**config.mk**
```make
export PLATFORM = sky130hd
export DESIGN_NAME = evdma_ctrl
export DESIGN_NICKNAME = d
export VERILOG_FILES = /design/src/rtl/evdma_pkg.sv /design/src/rtl/evdma_arb.sv /design/src/rtl/evdma_chan.sv /design/src/rtl/evdma_ctrl.sv
export SDC_FILE = /design/constraint.sdc
export NUM_CORES = 1
export LEC_CHECK = 0
export ABC_AREA = 1
export ABC_CLOCK_PERIOD_IN_PS = 4100
export CAP_MARGIN = 5
export CORE_MARGIN = 2
export CORE_UTILIZATION = 55
export CTS_CLUSTER_SIZE = 12
export DETAILED_ROUTE_END_ITERATION = 8
export GPL_TIMING_DRIVEN = 0
export PLACE_DENSITY = 0.82
export SETUP_SLACK_MARGIN = 0.05
export SLEW_MARGIN = 20
export SYNTH_ARGS = -nofsm -noshare
export SYNTH_HDL_FRONTEND = slang
export SYNTH_SLANG_ARGS = --single-unit
```
**constraint.sdc**
```tcl
create_clock -name clk -period 4.1 [get_ports clk]
set_input_delay 1.025 -clock clk [delete_from_list [all_inputs] [get_ports clk]]
set_output_delay 1.025 -clock clk [all_outputs]
set_load 0.05 [all_outputs]
```
**src/rtl/evdma_pkg.sv**
```systemverilog
package evdma_pkg;

  typedef enum logic {XS_IDLE = 1'b0, XS_BUSY = 1'b1} xfer_state_e;

  // inclusive address window test, operands zero-extended by callers
  function automatic logic in_window(input logic [31:0] a,
                                     input logic [31:0] lo,
                                     input logic [31:0] hi);
    return (a >= lo) && (a <= hi);
  endfunction

endpackage

```
**src/rtl/evdma_arb.sv**
```systemverilog
module evdma_arb #(
  parameter int N   = 4,
  localparam int IW = $clog2(N)
) (
  input  logic          clk,
  input  logic          rst_n,
  input  logic [N-1:0]  req,
  output logic [N-1:0]  gnt,
  output logic [IW-1:0] idx,
  output logic          any
);

  // isolate lowest set bit
  assign gnt = req & (~req + 1'b1);
  assign any = |req;

  always_comb begin
    idx = '0;
    for (int i = N - 1; i >= 0; i--) begin
      if (gnt[i]) idx = IW'(i);
    end
  end


  arb_lowest_chk: assert property (@(posedge clk) disable iff (!rst_n)
    any |-> ($onehot0(gnt) && ((gnt & req) == gnt) && (((gnt - 1'b1) & req) == '0)));

endmodule

```
**src/rtl/evdma_chan.sv**
```systemverilog
module evdma_chan #(
  parameter int AW         = 16,
  parameter int CNTW       = 8,
  parameter int ITEM_BYTES = 4
) (
  input  logic            clk,
  input  logic            rst_n,
  input  logic            addr_we,
  input  logic            cnt_we,
  input  logic            mode_we,
  input  logic            eclr_we,
  input  logic [AW-1:0]   cfg_addr,
  input  logic [CNTW-1:0] cfg_cnt,
  input  logic            cfg_evmode,
  input  logic            cfg_irqen,
  input  logic            req_i,
  input  logic            evt_i,
  input  logic            grant_i,
  input  logic            ok_i,
  input  logic            fault_i,
  input  logic            busy_i,
  output logic [AW-1:0]   addr_o,
  output logic            elig_o,
  output logic            err_o,
  output logic            irq_o,
  output logic            done_o,
  output logic            err_pulse_o,
  output logic            ovf_pulse_o
);

  logic [AW-1:0]   addr;
  logic [CNTW-1:0] cnt;
  logic            evmode, irqen, credit, err, addr_ok;
  logic            ovf_now, credit_set;

  function automatic logic [AW-1:0] addr_step(input logic [AW-1:0] a);
    return a + AW'(ITEM_BYTES);
  endfunction

  function automatic logic [CNTW-1:0] cnt_step(input logic [CNTW-1:0] c);
    return c - 1'b1;
  endfunction

  // named event wires
  assign ovf_now    = evmode && evt_i && (credit || busy_i);
  assign credit_set = evmode && evt_i && !credit && !busy_i;

  always_ff @(posedge clk or negedge rst_n) begin
    if (!rst_n) begin
      addr        <= '0;
      cnt         <= '0;
      evmode      <= 1'b0;
      irqen       <= 1'b0;
      credit      <= 1'b0;
      err         <= 1'b0;
      addr_ok     <= 1'b0;
      err_pulse_o <= 1'b0;
      ovf_pulse_o <= 1'b0;
    end else begin
      if (addr_we)   addr <= cfg_addr;
      else if (ok_i) addr <= addr_step(addr);

      if (cnt_we)    cnt <= cfg_cnt;
      else if (ok_i) cnt <= cnt_step(cnt);

      if (mode_we) begin
        evmode <= cfg_evmode;
        irqen  <= cfg_irqen;
      end

      if (mode_we && !cfg_evmode) credit <= 1'b0;
      else if (grant_i)           credit <= 1'b0;
      else if (credit_set)        credit <= 1'b1;

      if (fault_i) begin
        err     <= 1'b1;
        addr_ok <= 1'b0;
      end else begin
        if (addr_we)            addr_ok <= 1'b1;
        if (eclr_we && addr_ok) err     <= 1'b0;
      end

      err_pulse_o <= fault_i;
      ovf_pulse_o <= ovf_now;
    end
  end

  assign elig_o = !err && (cnt != '0) && (evmode ? credit : req_i);
  assign addr_o = addr;
  assign err_o  = err;
  assign irq_o  = err && irqen;
  assign done_o = (cnt == '0);


  fault_halt_chk: assert property (@(posedge clk) disable iff (!rst_n)
    fault_i |=> (err_o && err_pulse_o));


  err_hold_chk: assert property (@(posedge clk) disable iff (!rst_n)
    (err && !eclr_we) |=> err);


  evgate_chk: assert property (@(posedge clk) disable iff (!rst_n)
    (evmode && !credit) |-> !elig_o);


  ovf_chk: assert property (@(posedge clk) disable iff (!rst_n)
    (evmode && evt_i && busy_i) |=> ovf_pulse_o);


  step_chk: assert property (@(posedge clk) disable iff (!rst_n)
    (ok_i && !addr_we) |=> (addr == $past(addr) + AW'(ITEM_BYTES)));


  credit_off_chk: assert property (@(posedge clk) disable iff (!rst_n)
    (mode_we && !cfg_evmode) |=> !credit);

endmodule

```
**src/rtl/evdma_ctrl.sv**
```systemverilog
module evdma_ctrl #(
  parameter int NCH        = 4,
  parameter int AW         = 16,
  parameter int CNTW       = 8,
  parameter int ITEM_BYTES = 4,
  localparam int CHW       = $clog2(NCH)
) (
  input  logic            clk,
  input  logic            rst_n,
  input  logic [CHW-1:0]  cfg_ch,
  input  logic            cfg_addr_we,
  input  logic [AW-1:0]   cfg_addr,
  input  logic            cfg_cnt_we,
  input  logic [CNTW-1:0] cfg_cnt,
  input  logic            cfg_mode_we,
  input  logic            cfg_evmode,
  input  logic            cfg_irqen,
  input  logic            cfg_eclr,
  input  logic [AW-1:0]   win_base,
  input  logic [AW-1:0]   win_limit,
  input  logic [NCH-1:0]  per_req,
  input  logic [NCH-1:0]  evt,
  output logic            mem_valid,
  output logic [AW-1:0]   mem_addr,
  output logic [CHW-1:0]  mem_ch,
  input  logic            mem_ready,
  input  logic            mem_err,
  output logic [NCH-1:0]  done,
  output logic [NCH-1:0]  err_flag,
  output logic [NCH-1:0]  err_pulse,
  output logic [NCH-1:0]  ovf_pulse,
  output logic            irq
);
  import evdma_pkg::*;

  xfer_state_e    state;
  logic [CHW-1:0] act_ch;
  logic [AW-1:0]  act_addr;

  logic [AW-1:0]  ch_addr [NCH];
  logic [NCH-1:0] elig, gnt_oh, irq_vec;
  logic [NCH-1:0] grant_vec, ok_vec, fault_vec, busy_vec;
  logic [CHW-1:0] gidx;
  logic           gany, grant_go, win_ok, cpl;

  // arbitration among eligible channels, only while idle
  evdma_arb #(.N(NCH)) u_arb (
    .clk (clk),
    .rst_n (rst_n),
    .req (elig & {NCH{state == XS_IDLE}}),
    .gnt (gnt_oh),
    .idx (gidx),
    .any (gany)
  );

  assign grant_go = gany;
  assign win_ok   = in_window(32'(ch_addr[gidx]), 32'(win_base), 32'(win_limit));
  assign cpl      = (state == XS_BUSY) && mem_ready;

  always_ff @(posedge clk or negedge rst_n) begin
    if (!rst_n) begin
      state    <= XS_IDLE;
      act_ch   <= '0;
      act_addr <= '0;
    end else if (state == XS_IDLE) begin
      if (grant_go && win_ok) begin
        state    <= XS_BUSY;
        act_ch   <= gidx;
        act_addr <= ch_addr[gidx];
      end
    end else if (mem_ready) begin
      state <= XS_IDLE;
    end
  end

  assign mem_valid = (state == XS_BUSY);
  assign mem_addr  = act_addr;
  assign mem_ch    = act_ch;

  for (genvar i = 0; i < NCH; i++) begin : g_ch
    logic sel;
    assign sel          = (cfg_ch == CHW'(i));
    assign busy_vec[i]  = (state == XS_BUSY) && (act_ch == CHW'(i));
    assign grant_vec[i] = grant_go && gnt_oh[i];
    assign ok_vec[i]    = cpl && busy_vec[i] && !mem_err;
    assign fault_vec[i] = (grant_vec[i] && !win_ok) || (cpl && busy_vec[i] && mem_err);

    evdma_chan #(.AW(AW), .CNTW(CNTW), .ITEM_BYTES(ITEM_BYTES)) u_chan (
      .clk         (clk),
      .rst_n       (rst_n),
      .addr_we     (cfg_addr_we && sel),
      .cnt_we      (cfg_cnt_we && sel),
      .mode_we     (cfg_mode_we && sel),
      .eclr_we     (cfg_eclr && sel),
      .cfg_addr    (cfg_addr),
      .cfg_cnt     (cfg_cnt),
      .cfg_evmode  (cfg_evmode),
      .cfg_irqen   (cfg_irqen),
      .req_i       (per_req[i]),
      .evt_i       (evt[i]),
      .grant_i     (grant_vec[i]),
      .ok_i        (ok_vec[i]),
      .fault_i     (fault_vec[i]),
      .busy_i      (busy_vec[i]),
      .addr_o      (ch_addr[i]),
      .elig_o      (elig[i]),
      .err_o       (err_flag[i]),
      .irq_o       (irq_vec[i]),
      .done_o      (done[i]),
      .err_pulse_o (err_pulse[i]),
      .ovf_pulse_o (ovf_pulse[i])
    );
  end

  assign irq = |irq_vec;


  hold_chk: assert property (@(posedge clk) disable iff (!rst_n)
    (mem_valid && !mem_ready) |=> (mem_valid && $stable(mem_addr) && $stable(mem_ch)));


  resp_fault_chk: assert property (@(posedge clk) disable iff (!rst_n)
    (mem_valid && mem_ready && mem_err) |=> (!mem_valid && err_flag[$past(mem_ch)]));


  irq_chk: assert property (@(posedge clk) disable iff (!rst_n)
    irq |-> (err_flag != '0));


  no_req_on_fault_chk: assert property (@(posedge clk) disable iff (!rst_n)
    (!mem_valid && (fault_vec != '0)) |=> !mem_valid);

endmodule

```
==> Word-level counts from Yosys, hierarchy flattened <==
Index checks and enable logic that the tools add are counted.
{ "totals": {"regBits": 143, "inputBits": 76, "output_inout_bits": 36, "elab_cells": 255} }
{ "op_classes": {"add_sub_neg": 9, "order_cmp": 3, "n_eq_ne": 6, "n_mux": 58, "n_bitwise": 5, "n_reduce_logical": 135} }
{ "op_table": {"columns": ["operator", "count"], "rows": [
  ["$mux 16", 10],
  ["$logic_and 1x1->1", 79],
  ["$add 16x3->16 const B", 4],
  ["$mux 8", 8],
  ["$mux 1", 35],
  ["$bmux 16 s2", 1],
  ["$logic_not 8->1", 4],
  ["$reduce_bool 2->1", 16],
  ["$reduce_bool 8->1", 4],
  ["$sub 8x1->8 const B", 4],
  ["$ge 16x16->1", 1],
  ["$le 16x16->1", 1],
  ["$logic_not 1->1", 15],
  ["$reduce_bool 3->1", 4],
  ["$and 4x4->4", 2],
  ["$eq 2x2->1 const B", 4],
  ["$logic_or 1x1->1", 8],
  ["$mux 2", 4],
  ["$reduce_or 4->1", 2],
  ["$add 4x1->4 const B", 1],
  ["$eq 2x1->1 const B", 2],
  ["$logic_not 2->1", 2],
  ["$not 4->4", 1],
  ["$ge 3x3->1 const B", 1],
  ["other kinds (3)", 3]
]} }

==> Longest topological paths before layout <==
{ "depth": {"ltp_word": 21, "depth_mapped": 30, "mapped_depth_nobuf": 28} }

==> Cells and area by module <==
Synthesis repeated with hierarchy kept, for this count alone.
{ "hier_totals": {"cells_unflattened": 1286, "area_unflattened_um2": 9407.8} }
{ "by_module_without_submodules": {"columns": ["mod", "n_inst", "cells_each", "area_each_um2", "seq_area_each_um2"], "rows": [
  ["evdma_chan", 4, 222, 1734.2, 775.7],
  ["evdma_ctrl", 1, 383, 2406.1, 475.5],
  ["evdma_arb", 1, 15, 65.1, 0.0]
]} }

==> Worst setup path before layout <==
Ideal clock, no wire load.
{ "synth_timing": {"kind": "input-to-reg", "start": "in per_req[1]", "end": "reg act_addr[10] (netlist: mem_addr[10])", "setup_time_ps": 66, "t_arrival_ps": 3477, "required_time_ps": 4034, "path_slack_ps": 557, "path_stages": 20, "n_path_buf": 2, "cell_sequence": "nor2_1 > nor2_4 > nand2_4 > nand2_4 > nor2_2 > inv_2 > nand2_4 > buf_4 > nand3_1 > and2_1 > ha_1 > nand2_1 > nor3_2 > nand3_1 > nand3_1 > nand2_1 > nor2_4 > buf_4 > nand3_1 > nand2_1"} }
{ "synth_between": {"elab_chain_len": 18, "word_cells_on_any_way": 20, "classes_between": "add/sub: 1; order compare: 2; mux: 8; bitwise: 4; reduce/logical: 5"} }
{ "synth_lines": {"columns": ["element", "line", "text"], "rows": [
  ["start, declared", "evdma_ctrl.sv:21", "input logic [NCH-1:0] per_req,"],
  ["$mux 1 (*)", "evdma_chan.sv:88", "assign elig_o = !err && (cnt != '0) && (evmode ? credit : req_i);"],
  ["$logic_and 1x1->1 (*)", "evdma_chan.sv:88", null],
  ["$and 4x4->4 (*)", "evdma_ctrl.sv:50", ".req (elig & {NCH{state == XS_IDLE}}),"],
  ["$not 4->4", "evdma_arb.sv:14", "assign gnt = req & (~req + 1'b1);"],
  ["$add 4x1->4", "evdma_arb.sv:14", null],
  ["$and 4x4->4", "evdma_arb.sv:14", null],
  ["$mux 2 (4 in a row)", "evdma_arb.sv:20", "if (gnt[i]) idx = IW'(i);"],
  ["$not 2->3 (implied by the code)", "evdma_ctrl.sv:57, evdma_ctrl.sv:69", null],
  ["$bmux 16 s2", "evdma_ctrl.sv:57, evdma_ctrl.sv:69", null],
  ["$mux 16 (implied by the code) (2 in a row)", "evdma_ctrl.sv:57, evdma_ctrl.sv:69", null],
  ["$ge 16x16->1 or $le 16x16->1 (tied branches)", "evdma_pkg.sv:9", "return (a >= lo) && (a <= hi);"],
  ["$logic_and 1x1->1", "evdma_pkg.sv:9", null],
  ["$logic_and 1x1->1", "evdma_ctrl.sv:66", "if (grant_go && win_ok) begin"],
  ["$reduce_and 2->1 (no source line)", null, null],
  ["end signal, assigned", "evdma_ctrl.sv:69", "act_addr <= ch_addr[gidx];"],
  ["end, declared", "evdma_ctrl.sv:38", "logic [AW-1:0] act_addr;"]
]} }
Every way passes the cells marked *; elsewhere a longest branch is shown, timed or not. The select of a mux whose other input is x is not followed.
A chain may end at the register's enable or synchronous reset.

==> Worst setup path in the final report <==
{ "layout_timing": {"start": "in per_req[3]", "end": "reg act_addr[9] (netlist: mem_addr[9])"} }
Same word-level chain as after synthesis.

==> impl_metrics.env <==
export IMPL_cp_start_kind="primary input"
export IMPL_numCtsBuffers=17
export IMPL_cp_max_fo=10
export IMPL_critPathRequiredTime_ns=4.48
export IMPL_synth_cell_area_mm2=0.009214
export IMPL_clk_pin_slew_ns=0.06
export IMPL_wl_mm=27.52
export IMPL_combPwrFrac_pct=53.1
export IMPL_max_slew_margin_pct=54.15
export IMPL_synth_async_reset_ratio_pct=100.0
export IMPL_core_area_mm2=0.01647
export IMPL_io_pins=112
export IMPL_syn2layout_area_growth_pct=24.82
export IMPL_start_util_pct=55.96
export IMPL_clkPwrFrac_pct=20.7
export IMPL_grt_max_degree=87
export IMPL_synth_nets=1308
export IMPL_synth_edf_count=0
export IMPL_grt_pass1_vias=8456
export IMPL_drc_errors=0
export IMPL_worst_pin_slew_ns=0.6878
export IMPL_dpl_hpwl_mm=19.86
export IMPL_gp_congestion=0.9341
export IMPL_period_needed_ns=3.993
export IMPL_drv_slew=0
export IMPL_finalHoldViolCount=0
export IMPL_rsz0062_at_grt="true"
export IMPL_synth_warnings=0
export IMPL_vias=8949
export IMPL_dpl_cell_area_mm2=0.01063
export IMPL_max_freq_ghz=0.2504
export IMPL_crit_path_end_kind="flip-flop"
export IMPL_finalPower_w=0.008599
export IMPL_avgViaCountPerCell=5.733
export IMPL_worstSkewPairLatency_ns=0.44
export IMPL_ys_types=46
export IMPL_clockBufferDepth=2
export IMPL_setup_viol=0
export IMPL_grt_pass1_wl_mm=43.39
export IMPL_fin_area_mm2=0.01150
export IMPL_worstSetupPathType="in2reg"
export IMPL_io_buffers=111
export IMPL_layout_drive_gt1_share_pct=10.89
export IMPL_drtAntennaViolNets=0
export IMPL_finalCritPeriodShare_pct=97.39
export IMPL_p_sw_w=0.003812
export IMPL_row_count=47
export IMPL_hp_class="reg2reg"
export IMPL_drt_iter0_drc=856
export IMPL_arrival_ns=4.37
export IMPL_synth_ff_type="dfrtp_1"
export IMPL_root_buffer="clkbuf_16"
export IMPL_first_pass_iters=7
export IMPL_dieArea_mm2=0.01780
export IMPL_cap_viol_max_count=0
export IMPL_p_leak_nw=5.545
export IMPL_p_seq_share_pct=26.2
export IMPL_grt_antenna_before_repair=0
export IMPL_ctsHoldBuffers=0
export IMPL_syn_avg_cell_area_um2=7.730
export IMPL_ys_seq_elements=143
export IMPL_h_tree_depth=4
export IMPL_die_w_um=133.4
export IMPL_syn_inst=1192
export IMPL_place_inst=1524
export IMPL_setup_tns_ns=0
export IMPL_yosysSeqAreaShare_pct=38.84
export IMPL_grt_usage_pct=31.43
export IMPL_switching_share_pct=44.33
export IMPL_cts_tree="yes"
export IMPL_wire_per_inst_um=17.63
export IMPL_n_antenna_cell=0
export IMPL_finalClockSkew_ns=0.007205
export IMPL_powerDensity_mw_per_mm2=747.7
export IMPL_numClockSinks=143
export IMPL_status="finished, final reports clean"
export IMPL_vdd_ir_drop_worst_mv=0.4047
export IMPL_fin_cells=1561
export IMPL_chipHeight_um=133.4
export IMPL_fin_nets=1444
export IMPL_overflow=0
export IMPL_p_int_w=0.004787
cell type report:
type,instances,area [um^2]
Fill cell,1313,4965
Multi-Input combinational cell,828,4813
Sequential cell,143,3578
Timing Repair Buffer,118,1196
Inverter,180,683.2
Clock buffer,20,466.7
Buffer,40,281.5
Tap cell,220,275.3
Clock inverter,12,206.4
critical path, stage by stage:
cell,delay (ns)
clkdlybuf4s50_1,0.48
o211ai_1,0.13
nor2_4,0.19
nand4_4,0.24
buf_6,0.20
buf_4,0.17
nand3_1,0.10
nand3_2,0.14
and2_4,0.20
ha_1,0.31
a21oi_1,0.14
a21oi_1,0.08
nor2_1,0.12
nand2_1,0.09
nand2_2,0.15
nand2_4,0.10
nor2_4,0.18
buf_4,0.18
nand3_1,0.09
nand2_1,0.06
final timing paths:
path,end,depth (start not counted),start,slack (ns)
max,mem_addr[9],20,per_req[3],0.11
max in group asynchronous,mem_addr[7],2,rst_n,2.82
min in group asynchronous,g_ch[0].u_chan.cnt[7],1,rst_n,0.56
min,mem_addr[6],2,mem_addr[6],0.48
min reg2reg,mem_addr[6],2,mem_addr[6],0.48
max reg2reg,mem_addr[9],23,g_ch[2].u_chan.cnt[0],0.27
Yosys cell counts (3+ instances only):
master	count	area, um^2
o211ai_1	14	105.1
xor2_1	42	367.9
dfrtp_1	143	3578
o22ai_1	5	31.28
and2_1	15	93.84
nor2_1	104	390.4
nand2_2	5	31.28
nand3_1	113	565.5
buf_4	24	180.2
ha_1	40	500.5
xnor2_1	12	105.1
nor2_2	9	56.30
nand4_1	14	87.58
nand2_4	4	45.04
nand2_1	266	998.5
o311ai_0	3	26.28
o221ai_1	53	464.2
nor2_4	3	33.78
a21oi_1	40	200.2
nand3_2	10	100.1
buf_2	4	20.02
clkbuf_1	10	37.54
inv_1	170	638.1
o21ai_0	30	150.1
nor3_1	24	120.1
inv_2	8	30.03
through the flow:
step | hold WS (ns) | utilization (%) | setup WS [ns]
finish | 0.4789 | 69.85 | 0.1071
global route | 0.5113 | 69.85 | -0.03323
CTS | 0.4819 | 68.83 | 0.05473
detailed placement | 0.4653 | 64.57 | -0.5838
global placement | 0.4628 | 64.38 | -3.777
floorplan | 0.4529 | - | 0.5566
per-layer routing:
metal	up-vias	wire [um]	track usage, %
li1	4209	-	-
met1	4218	11130	42.11
met2	443	13010	50.72
met3	79	2336	5.327
met4	0	1040	13.42
met5	-	0	0
logic make-up after synthesis:
group	count (synthesis)	synth area share (%)
AND/OR/NAND/NOR	575	28.42
flip-flops	143	38.84
AO/OA/AOI/OAI	159	11.75
adder cells (fa/ha/maj)	40	5.432
XOR/XNOR	54	5.133
buffers and inverters	221	10.43
flip-flops by register name, summed over array words and instances (netlist names):
register	cells
mem_valid	1
g_ch.u_chan.err_pulse_o	4
mem_addr	16
g_ch.u_chan.credit	4
g_ch.u_chan.addr_ok	4
g_ch.u_chan.cnt	32
g_ch.u_chan.evmode	4
g_ch.u_chan.err_o	4
g_ch.u_chan.addr_o	64
mem_ch	2
g_ch.u_chan.ovf_pulse_o	4
g_ch.u_chan.irqen	4
power groups by stage:
stage | Combinational [W] | Sequential, W | Clock, W
CTS | 0.00421 | 0.00223 | 0.00177
global placement | 0.00401 | 0.00224 | 0
detailed placement | 0.00412 | 0.00225 | 0
finish | 0.00457 | 0.00225 | 0.00178
global route | 0.00501 | 0.00230 | 0.00183
floorplan | 0.00277 | 0.00241 | 0
layout by cell type, fill, tap and decap left out, drive strengths merged, types with 14 or more instances in the layout:
cell type	n
nor3	25
inv	180
nand2	275
nand4	15
xor2	42
nor2	116
a21oi	40
o21ai	31
ha	40
o211ai	14
o221ai	53
and2	15
dfrtp	143
nand3	123
buf	38
clkdlybuf4s50	110
clkbuf	30
timing repair:
item                       CTS  global route
gates cloned                 0             1
pin swaps                    2            14
buffers inserted             3             2
resized for setup            2            38
setup endpoints to repair   19            30
Power figures use the tool's default switching activity.
